`src/rtl/brs_pkg.sv`:
```
package brs_pkg;

    typedef enum logic [2:0] {
        PH_IDLE       = 3'd0,
        PH_FAB_WAIT   = 3'd1,
        PH_FLUSH_WAIT = 3'd2,
        PH_RST_HOLD   = 3'd3,
        PH_RELEASED   = 3'd4,
        PH_FAB_CLR    = 3'd5,
        PH_DRAIN_WAIT = 3'd6,
        PH_QUIET_WAIT = 3'd7
    } phase_e;

    typedef enum logic [2:0] {
        TMO_NONE      = 3'd0,
        TMO_FAB_HI    = 3'd1,
        TMO_FLUSH_HI  = 3'd2,
        TMO_FLUSH_LO  = 3'd3,
        TMO_FAB_LO    = 3'd4
    } tmo_src_e;

    typedef struct packed {
        logic fab_req;
        logic flush_req;
        logic bridge_rst;
    } ctl_t;

    function automatic logic is_ack_wait(phase_e p);
        return (p == PH_FAB_WAIT) || (p == PH_FLUSH_WAIT) ||
               (p == PH_DRAIN_WAIT) || (p == PH_QUIET_WAIT);
    endfunction

    function automatic tmo_src_e src_of(phase_e p);
        tmo_src_e s;
        case (p)
            PH_FAB_WAIT:   s = TMO_FAB_HI;
            PH_FLUSH_WAIT: s = TMO_FLUSH_HI;
            PH_DRAIN_WAIT: s = TMO_FLUSH_LO;
            PH_QUIET_WAIT: s = TMO_FAB_LO;
            default:       s = TMO_NONE;
        endcase
        return s;
    endfunction

    function automatic ctl_t drive_of(phase_e p, logic hs);
        ctl_t c;
        c.fab_req    = hs && ((p == PH_FAB_WAIT) || (p == PH_FLUSH_WAIT) ||
                              (p == PH_RST_HOLD) || (p == PH_RELEASED));
        c.flush_req  = (p == PH_FLUSH_WAIT) || (p == PH_RST_HOLD) ||
                       (p == PH_RELEASED) || (p == PH_FAB_CLR);
        c.bridge_rst = (p == PH_RST_HOLD);
        return c;
    endfunction

endpackage

```
`src/rtl/brs_timer.sv`:
```
module brs_timer #(
    parameter int W = 16
) (
    input  logic         clk,
    input  logic         rst,
    input  logic         clr,
    input  logic         run,
    input  logic [W-1:0] limit,
    output logic         expired
);
    logic [W-1:0] cnt_q;

    always_ff @(posedge clk) begin
        if (rst || clr) begin
            cnt_q <= '0;
        end else if (run) begin
            cnt_q <= cnt_q + 1'b1;
        end
    end

    assign expired = run && (limit != '0) && (cnt_q == limit - 1'b1);
endmodule

```
`src/rtl/brs_fsm.sv`:
```
module brs_fsm
    import brs_pkg::*;
(
    input  logic     clk,
    input  logic     rst,
    input  logic     start_i,
    input  logic     hs_en_i,
    input  logic     fab_ack_i,
    input  logic     flush_ack_i,
    input  logic     reconf_done_i,
    input  logic     expired,
    output phase_e   phase_q,
    output phase_e   phase_d,
    output logic     hs_q,
    output logic     tmo_run,
    output logic     done_q,
    output logic     err_q,
    output tmo_src_e code_q
);
    logic met;
    logic accept;
    logic finish;
    logic tmo;

    always_comb begin
        case (phase_q)
            PH_FAB_WAIT:   met = fab_ack_i;
            PH_FLUSH_WAIT: met = flush_ack_i;
            PH_DRAIN_WAIT: met = !flush_ack_i;
            PH_QUIET_WAIT: met = !fab_ack_i;
            default:       met = 1'b0;
        endcase
    end

    assign tmo_run = is_ack_wait(phase_q) && !met;
    assign tmo     = tmo_run && expired;

    always_comb begin
        phase_d = phase_q;
        accept  = 1'b0;
        finish  = 1'b0;
        case (phase_q)
            PH_IDLE: begin
                if (start_i) begin
                    accept  = 1'b1;
                    phase_d = hs_en_i ? PH_FAB_WAIT : PH_FLUSH_WAIT;
                end
            end
            PH_FAB_WAIT:   if (met) phase_d = PH_FLUSH_WAIT;
            PH_FLUSH_WAIT: if (met) phase_d = PH_RST_HOLD;
            PH_RST_HOLD:   if (reconf_done_i) phase_d = PH_RELEASED;
            PH_RELEASED:   phase_d = PH_FAB_CLR;
            PH_FAB_CLR:    phase_d = PH_DRAIN_WAIT;
            PH_DRAIN_WAIT: begin
                if (met) begin
                    if (hs_q) begin
                        phase_d = PH_QUIET_WAIT;
                    end else begin
                        phase_d = PH_IDLE;
                        finish  = 1'b1;
                    end
                end
            end
            PH_QUIET_WAIT: begin
                if (met) begin
                    phase_d = PH_IDLE;
                    finish  = 1'b1;
                end
            end
            default: phase_d = PH_IDLE;
        endcase
        if (tmo) begin
            phase_d = PH_IDLE;
        end
    end

    always_ff @(posedge clk) begin
        if (rst) begin
            phase_q <= PH_IDLE;
            hs_q    <= 1'b0;
            done_q  <= 1'b0;
            err_q   <= 1'b0;
            code_q  <= TMO_NONE;
        end else begin
            phase_q <= phase_d;
            done_q  <= finish;
            if (accept) begin
                hs_q   <= hs_en_i;
                err_q  <= 1'b0;
                code_q <= TMO_NONE;
            end else if (tmo) begin
                err_q  <= 1'b1;
                code_q <= src_of(phase_q);
            end
        end
    end
endmodule

```
`src/rtl/brs_ctl.sv`:
```
module brs_ctl
    import brs_pkg::*;
(
    input  phase_e phase_q,
    input  logic   hs_q,
    output ctl_t   ctl
);
    assign ctl = drive_of(phase_q, hs_q);
endmodule

```
`src/rtl/bridge_rst_seq.sv`:
```
module bridge_rst_seq
    import brs_pkg::*;
#(
    parameter int TMO_W = 16
) (
    input  logic             clk,
    input  logic             rst,
    input  logic             start_i,
    input  logic             hs_en_i,
    input  logic             fab_ack_i,
    input  logic             flush_ack_i,
    input  logic             reconf_done_i,
    input  logic [TMO_W-1:0] tmo_limit_i,
    output logic             fab_req_o,
    output logic             flush_req_o,
    output logic             bridge_rst_o,
    output logic             busy_o,
    output logic             done_o,
    output logic             err_o,
    output logic [2:0]       err_state_o
);
    phase_e   phase_q;
    phase_e   phase_d;
    logic     hs_q;
    logic     tmo_run;
    logic     expired;
    logic     done_q;
    logic     err_q;
    tmo_src_e code_q;
    ctl_t     ctl;

    brs_fsm u_fsm (
        .clk           (clk),
        .rst           (rst),
        .start_i       (start_i),
        .hs_en_i       (hs_en_i),
        .fab_ack_i     (fab_ack_i),
        .flush_ack_i   (flush_ack_i),
        .reconf_done_i (reconf_done_i),
        .expired       (expired),
        .phase_q       (phase_q),
        .phase_d       (phase_d),
        .hs_q          (hs_q),
        .tmo_run       (tmo_run),
        .done_q        (done_q),
        .err_q         (err_q),
        .code_q        (code_q)
    );

    brs_timer #(.W(TMO_W)) u_timer (
        .clk     (clk),
        .rst     (rst),
        .clr     (phase_d != phase_q),
        .run     (tmo_run),
        .limit   (tmo_limit_i),
        .expired (expired)
    );

    brs_ctl u_ctl (
        .phase_q (phase_q),
        .hs_q    (hs_q),
        .ctl     (ctl)
    );

    assign fab_req_o    = ctl.fab_req;
    assign flush_req_o  = ctl.flush_req;
    assign bridge_rst_o = ctl.bridge_rst;
    assign busy_o       = (phase_q != PH_IDLE);
    assign done_o       = done_q;
    assign err_o        = err_q;
    assign err_state_o  = code_q;
endmodule

```
`config.mk`:
```
export PLATFORM = sky130hd
export DESIGN_NAME = bridge_rst_seq
export DESIGN_NICKNAME = d
export VERILOG_FILES = /design/src/rtl/brs_pkg.sv /design/src/rtl/brs_timer.sv /design/src/rtl/brs_fsm.sv /design/src/rtl/brs_ctl.sv /design/src/rtl/bridge_rst_seq.sv
export SDC_FILE = /design/constraint.sdc
export NUM_CORES = 1
export LEC_CHECK = 0
export ABC_CLOCK_PERIOD_IN_PS = 6900
export BUFFER_PORTS_ARGS = -buffer_cell sky130_fd_sc_hd__buf_2
export CORE_MARGIN = 2
export CORE_UTILIZATION = 45
export DETAILED_ROUTE_END_ITERATION = 8
export GPL_ROUTABILITY_DRIVEN = 0
export GPL_TIMING_DRIVEN = 0
export HOLD_SLACK_MARGIN = 0.1
export PLACE_DENSITY_LB_ADDON = 0.3
export SLEW_MARGIN = 20
export SYNTH_ARGS = -nofsm -noshare
export SYNTH_HDL_FRONTEND = slang
export SYNTH_HIERARCHICAL = 1
export SYNTH_SLANG_ARGS = --single-unit
```
`constraint.sdc`:
```
create_clock -name clk -period 6.9 [get_ports clk]
set_input_delay 1.035 -clock clk [delete_from_list [all_inputs] [get_ports clk]]
set_output_delay 1.035 -clock clk [all_outputs]
set_load 0.03 [all_outputs]
```
=== Word-level counts from Yosys, hierarchy flattened ===
Index checks and enable logic that the tools add are counted.

* Output and inout port bits: 9
* Logic and storage cells: 56
* Register bits: 25

* Reduce and logical (&&, ||, !) cells: 21
* Mux-type cells: 18
* Add/sub/neg operators: 2
* Equality and inequality tests: 9

{| class="wikitable"
|+ Operator list
! operator !! count
|-
| 3-bit 2-to-1 mux || 8
|-
| 3-bit one-hot mux with 8 select lines || 1
|-
| 16-bit by 1-bit adder with 16-bit output (second input constant) || 1
|-
| 16-bit == test || 1
|-
| 16-bit nonzero test || 1
|-
| 16-bit by 1-bit subtractor with 16-bit output (second input constant) || 1
|-
| 3-bit == test (second input constant) || 4
|-
| 3-bit one-hot mux with 4 select lines || 1
|-
| 1-bit logical OR || 9
|-
| 3-bit by 2-bit == test with 1-bit output (second input constant) || 2
|-
| 1-bit logical AND || 5
|-
| 1-bit 2-to-1 mux || 5
|-
| 1-bit one-hot mux with 4 select lines || 1
|-
| 3-bit by 1-bit == test with 1-bit output (second input constant) || 1
|-
| 1-bit zero test || 3
|-
| 3-bit zero test || 1
|-
| 3-bit != test || 1
|-
| 3-bit nonzero test || 1
|-
| 2-bit 2-to-1 mux || 1
|-
| 1-bit one-hot mux with 2 select lines || 1
|-
| 2-bit OR reduction || 1
|}

=== Logic depth before layout (Yosys ltp) ===
* Depth in word-level cells: 11
* Gate-level depth with buffers: 19
* Depth with buffers taken out: 16

=== Cells and area by module ===
The synthesis kept the hierarchy.

{| class="wikitable"
|+ Modules (own cells, without submodules)
! module !! instances !! area an instance (um^2) !! seq. area each (um^2) !! cells an instance
|-
| brs_timer || 1 || 1,291.2 || 320.3 || 157
|-
| brs_fsm || 1 || 573.0 || 180.2 || 75
|-
| bridge_rst_seq || 1 || 37.5 || 0.0 || 5
|-
| brs_ctl || 1 || 33.8 || 0.0 || 6
|}

=== Least setup slack after synthesis ===
No wires, ideal clock.

* Kind: input port to flip-flop
* Start: input port flush_ack_i
* End: register u_timer.cnt_q[10]
* Data arrival time: 4.304 ns
* Path slack: 2.530 ns
* Stages on the path: 19
* Library setup time: 0.065 ns
* Required time: 6.835 ns
* Cell sequence: clkbuf_2 xnor2_1 a211o_2 clkbuf_1 o2111ai_1 a2111oi_4 nand4b_4 a211oi_2 clkbuf_1 nor4b_1 a211o_1 a31o_1 o21ai_2 xnor2_1 nand3_1 or2_2 clkbuf_1 clkbuf_1 nor2_1

* Longest elaborated chain between the ends: 10

{| class="wikitable"
|+ Ends and longest elaborated chain
! item !! line !! source
|-
| from (decl) || bridge_rst_seq.sv:11 || <nowiki>input logic flush_ack_i,</nowiki>
|-
| 1-bit zero test || brs_fsm.sv:29 || <nowiki>PH_DRAIN_WAIT: met = !flush_ack_i;</nowiki>
|-
| 1-bit one-hot mux with 4 select lines (*) || brs_fsm.sv:26 || <nowiki>case (phase_q)</nowiki>
|-
| 1-bit zero test (*) || brs_fsm.sv:35 || <nowiki>assign tmo_run = is_ack_wait(phase_q) && !met;</nowiki>
|-
| 1-bit logical AND (*) || brs_fsm.sv:35 ||
|-
| named net tmo_run || bridge_rst_seq.sv:25 || <nowiki>logic tmo_run;</nowiki>
|-
| 1-bit logical AND (*) (2 in a row) || brs_timer.sv:21 || <nowiki>assign expired = run && (limit != '0) && (cnt_q == limit - 1'b1);</nowiki>
|-
| named net expired || bridge_rst_seq.sv:26 || <nowiki>logic expired;</nowiki>
|-
| 1-bit logical AND (*) || brs_fsm.sv:36 || <nowiki>assign tmo = tmo_run && expired;</nowiki>
|-
| 3-bit 2-to-1 mux (*) || brs_fsm.sv:72 || <nowiki>if (tmo) begin</nowiki>
|-
| named net phase_d[0] || bridge_rst_seq.sv:23 || <nowiki>phase_e phase_d;</nowiki>
|-
| 3-bit != test (*) || bridge_rst_seq.sv:53 || <nowiki>.clr (phase_d != phase_q),</nowiki>
|-
| 1-bit logical OR (*) || brs_timer.sv:14 || <nowiki>if (rst || clr) begin</nowiki>
|-
| to (signal assigned) || brs_timer.sv:17 || <nowiki>cnt_q <= cnt_q + 1'b1;</nowiki>
|-
| to (decl) || brs_timer.sv:11 || <nowiki>logic [W-1:0] cnt_q;</nowiki>
|}

Mark *: on every way through the listed nets, which the timed path passes. The rest lies on a longest branch.
A chain may end at the register's enable or synchronous reset.

=== Worst setup path in the final report ===
* Start: input port fab_ack_i
* End: register u_timer.cnt_q[5]

* Longest elaborated chain between the ends: 10

{| class="wikitable"
|+ Ends and longest elaborated chain
! item !! line !! source
|-
| from (decl) || bridge_rst_seq.sv:10 || <nowiki>input logic fab_ack_i,</nowiki>
|-
| 1-bit zero test || brs_fsm.sv:30 || <nowiki>PH_QUIET_WAIT: met = !fab_ack_i;</nowiki>
|-
| 1-bit one-hot mux with 4 select lines (*) || brs_fsm.sv:26 ||
|-
| 1-bit zero test (*) || brs_fsm.sv:35 ||
|-
| 1-bit logical AND (*) || brs_fsm.sv:35 ||
|-
| named net tmo_run || bridge_rst_seq.sv:25 ||
|-
| 1-bit logical AND (*) (2 in a row) || brs_timer.sv:21 ||
|-
| named net expired || bridge_rst_seq.sv:26 ||
|-
| 1-bit logical AND (*) || brs_fsm.sv:36 ||
|-
| 3-bit 2-to-1 mux (*) || brs_fsm.sv:72 ||
|-
| named net phase_d[0] || bridge_rst_seq.sv:23 ||
|-
| 3-bit != test (*) || bridge_rst_seq.sv:53 ||
|-
| 1-bit logical OR (*) || brs_timer.sv:14 ||
|}

Marked as above.

==> metrics <==
post-route ant nets=0; Slew Limit Fails=0; initial antenna violation count=0; worst hold path depth=2; IO Count=32; drt wl/cell=12.6 um; postcts setup bufs=0; Antenna Cells=0; placed cells=321; pin count of the biggest net entering global routing=15; most frequent cells in the layout=buf_2, nor2_1, dfxtp_1; num rows=23; CTS Root Cell=clkbuf_8; minimum clock period=4.79 ns; die extent in x=69.6 um; Avg Cell Area, Syn=7.97 sq um; Clock Latency Late Sink=0.26 ns; drt first pass iters=4; H-tree depth=1; CTS max path bufs=2; hold crit path type=reg2reg; final-report hold violation count=0; Final period util=0.694; Layout area overhead=12.9%; Ys Warns=6; CP required=7.10 ns; Vias/cell=5.58; Post-Synthesis Cells=243; Post-synth EDFFs=0; Peak VDD IR=0.107 mV; WHS=0.487 ns; # Max-Cap Violations=0; Layout Nets=301; dpl cell area=2140 sq um; CP arrival=4.99 ns; pwr dens=161 nW/um^2; CTS tree=done; HPWL Detailed=3130 um; layout cells sized above 1=0.178; Reg clk slew, reported paths=0.09 ns; # resized after CTS=0; final setup margin=2.11 ns; WHS Endpoint=u_fsm/err_q$_SDFFE_PP0N_; sinks on the clock net=25; first-pass GRT wire length=7130 um; critical path endpoint category=flip-flop; Syn Nets=268; Slew @ Worst Pin=0.593 ns; synth unique cells=54; Worst slew margin=0.602; Die Ht=69.6 um; IO buf count=28; Core Box Area=4060 sq um; R2R depth=19; hold wc startpoint=u_fsm/err_q$_SDFFE_PP0N_; Synth Register Bits=25; GRT Resource Usage Total=0.176; initial core utilization=0.477; Vias=1813; Place WS=1.87 ns; skew final=0.00627 ns; Final setup violation count=0; fin cells=325; Multi-input gate area=1350 sq um; worst r2r dst=u_timer/cnt_q[5]$_SDFFE_PP0P_; Post-CTS Hold Fix Bufs=0; r2r startpoint=u_fsm/phase_q[1]$_SDFF_PP0_; RSZ-0062 raised after global routing=false; status=finished, final reports clean; sequential-to-total area share from yosys stat=0.259; CTS Buf Count=3; Iter 0 DRT Violations=54; fin area=2180 sq um; die area=4840 sq um; number of global-route vias before repair=1621; DRC=0; final setup TNS=0 ns; worst-path maximum fanout=10; commonest non-fill, non-tap cell in the layout=buf_2; Top FF cell, synth=dfxtp_1; Fill cells=413; FMAX=0.209 GHz; grt total ovfl=0; worst reg2reg setup slack=2.30 ns; FF/Latch Area=500 sq um; CP Launch Type=primary input; detailed-route wire length=4090 um; Post-Syn Area=1940 sq um; FFs w/ async S/R, synth=0; critical path type=in2reg; Lkg Pwr=0.826 nW
## routing by layer
layer,GRT usage,wire (um),vias up
met2,0.280,1840,43
met5,0,0,-
li1,-,-,936
met1,0.246,2050,830
met4,0.0588,51,0
met3,0.0247,148,4
## synthesized netlist by cell type, types with 2 or more instances
| master | number | area, sq um |
|---|---|---|
| nand2b_1 | 6 | 37.5 |
| nor2b_1 | 7 | 43.8 |
| nor3_1 | 11 | 55.1 |
| a211oi_2 | 2 | 25.0 |
| nor2_1 | 29 | 109 |
| nor4_2 | 2 | 25.0 |
| o21ai_0 | 13 | 65.1 |
| buf_6 | 2 | 22.5 |
| dfxtp_1 | 25 | 500 |
| nand4_1 | 7 | 43.8 |
| a22oi_1 | 2 | 15.0 |
| nand3_1 | 9 | 45.0 |
| ha_1 | 2 | 25.0 |
| a31oi_1 | 3 | 18.8 |
| buf_2 | 2 | 10.0 |
| nand2_1 | 13 | 48.8 |
| a21oi_1 | 9 | 45.0 |
| xnor2_1 | 21 | 184 |
| nor4b_1 | 3 | 26.3 |
| mux2i_1 | 4 | 40.0 |
| xor2_1 | 16 | 140 |
| o21ai_1 | 2 | 10.0 |
| clkbuf_1 | 6 | 22.5 |
| inv_1 | 6 | 22.5 |
| nand3b_1 | 4 | 30.0 |
| and3_1 | 4 | 25.0 |
| and4_1 | 3 | 26.3 |
| or3_1 | 4 | 25.0 |
## logic make-up (layout without fill, tap and decap cells)
group                      after synthesis  count (layout)  synth area share
muxes                                    5               5            0.0265
and+or+nand+nor                        111             111             0.323
DFF                                     25              25             0.259
adders and majority gates                2               2            0.0129
xor gates and xnor gates                37              37             0.167
buffers and inverters                   17              49            0.0427
AOI/OAI and AO/OA                       46              46             0.169
## critical path, stage by stage
cell	delay, ns
buf_2	0.15
nor4b_1	0.28
a211o_2	0.20
clkbuf_1	0.26
o2111ai_1	0.25
a2111oi_4	0.37
nand4b_4	0.14
a211oi_2	0.23
clkbuf_1	0.31
nor4b_1	0.26
a211o_1	0.13
a31o_1	0.17
o21ai_2	0.09
xnor2_1	0.15
nand3_1	0.07
or2_2	0.29
clkbuf_1	0.18
clkbuf_1	0.26
nor2_1	0.15
## flip-flops by register name, summed over array words and instances, names as in the netlist
| signal | flops |
|---|---|
| u_fsm/hs_q | 1 |
| u_timer/cnt_q | 16 |
| u_fsm/code_q | 3 |
| u_fsm/err_q | 1 |
| u_fsm/phase_q | 3 |
| u_fsm/done_q | 1 |
## report_power, final
part / switching (W) / internal [W] / total, W
Sequential: 0.00000961 / 0.000148 / 0.000157
Combinational: 0.0000647 / 0.0000440 / 0.000109
Clock: 0.0000444 / 0.0000403 / 0.0000847
Total: 0.000119 / 0.000232 / 0.000351
## layout make-up
cell class,count,area share
clock buffer,3,0.0189
clock inverter,1,0.00229
inverter,6,0.0103
sequential,25,0.229
tap,50,0.0286
multi-input combinational,201,0.619
timing repair buffer,28,0.0641
buffer,11,0.0275
## worst max-delay path by stage
stage	start	to	slack (ns)	depth (start not counted)
finish	fab_ack_i	u_timer/cnt_q[5]$_SDFFE_PP0P_	2.11	19
global route	fab_ack_i	u_timer/cnt_q[6]$_SDFFE_PP0P_	1.69	19
CTS	fab_ack_i	u_timer/cnt_q[5]$_SDFFE_PP0P_	2.12	19
detailed placement	fab_ack_i	u_timer/cnt_q[5]$_SDFFE_PP0P_	1.87	19
global placement	fab_ack_i	u_timer/cnt_q[1]$_SDFFE_PP0P_	1.89	19
floorplan	flush_ack_i	u_timer/cnt_q[10]$_SDFFE_PP0P_	2.53	19
## stage by stage
stage	util	power, W
2_1_floorplan	-	0.000239
3_3_place_gp	0.527	0.000268
3_5_place_dp	0.527	0.000269
4_1_cts	0.538	0.000356
5_1_grt	0.538	0.000375
6_report	0.538	0.000351
Power figures use the tool's default switching activity.
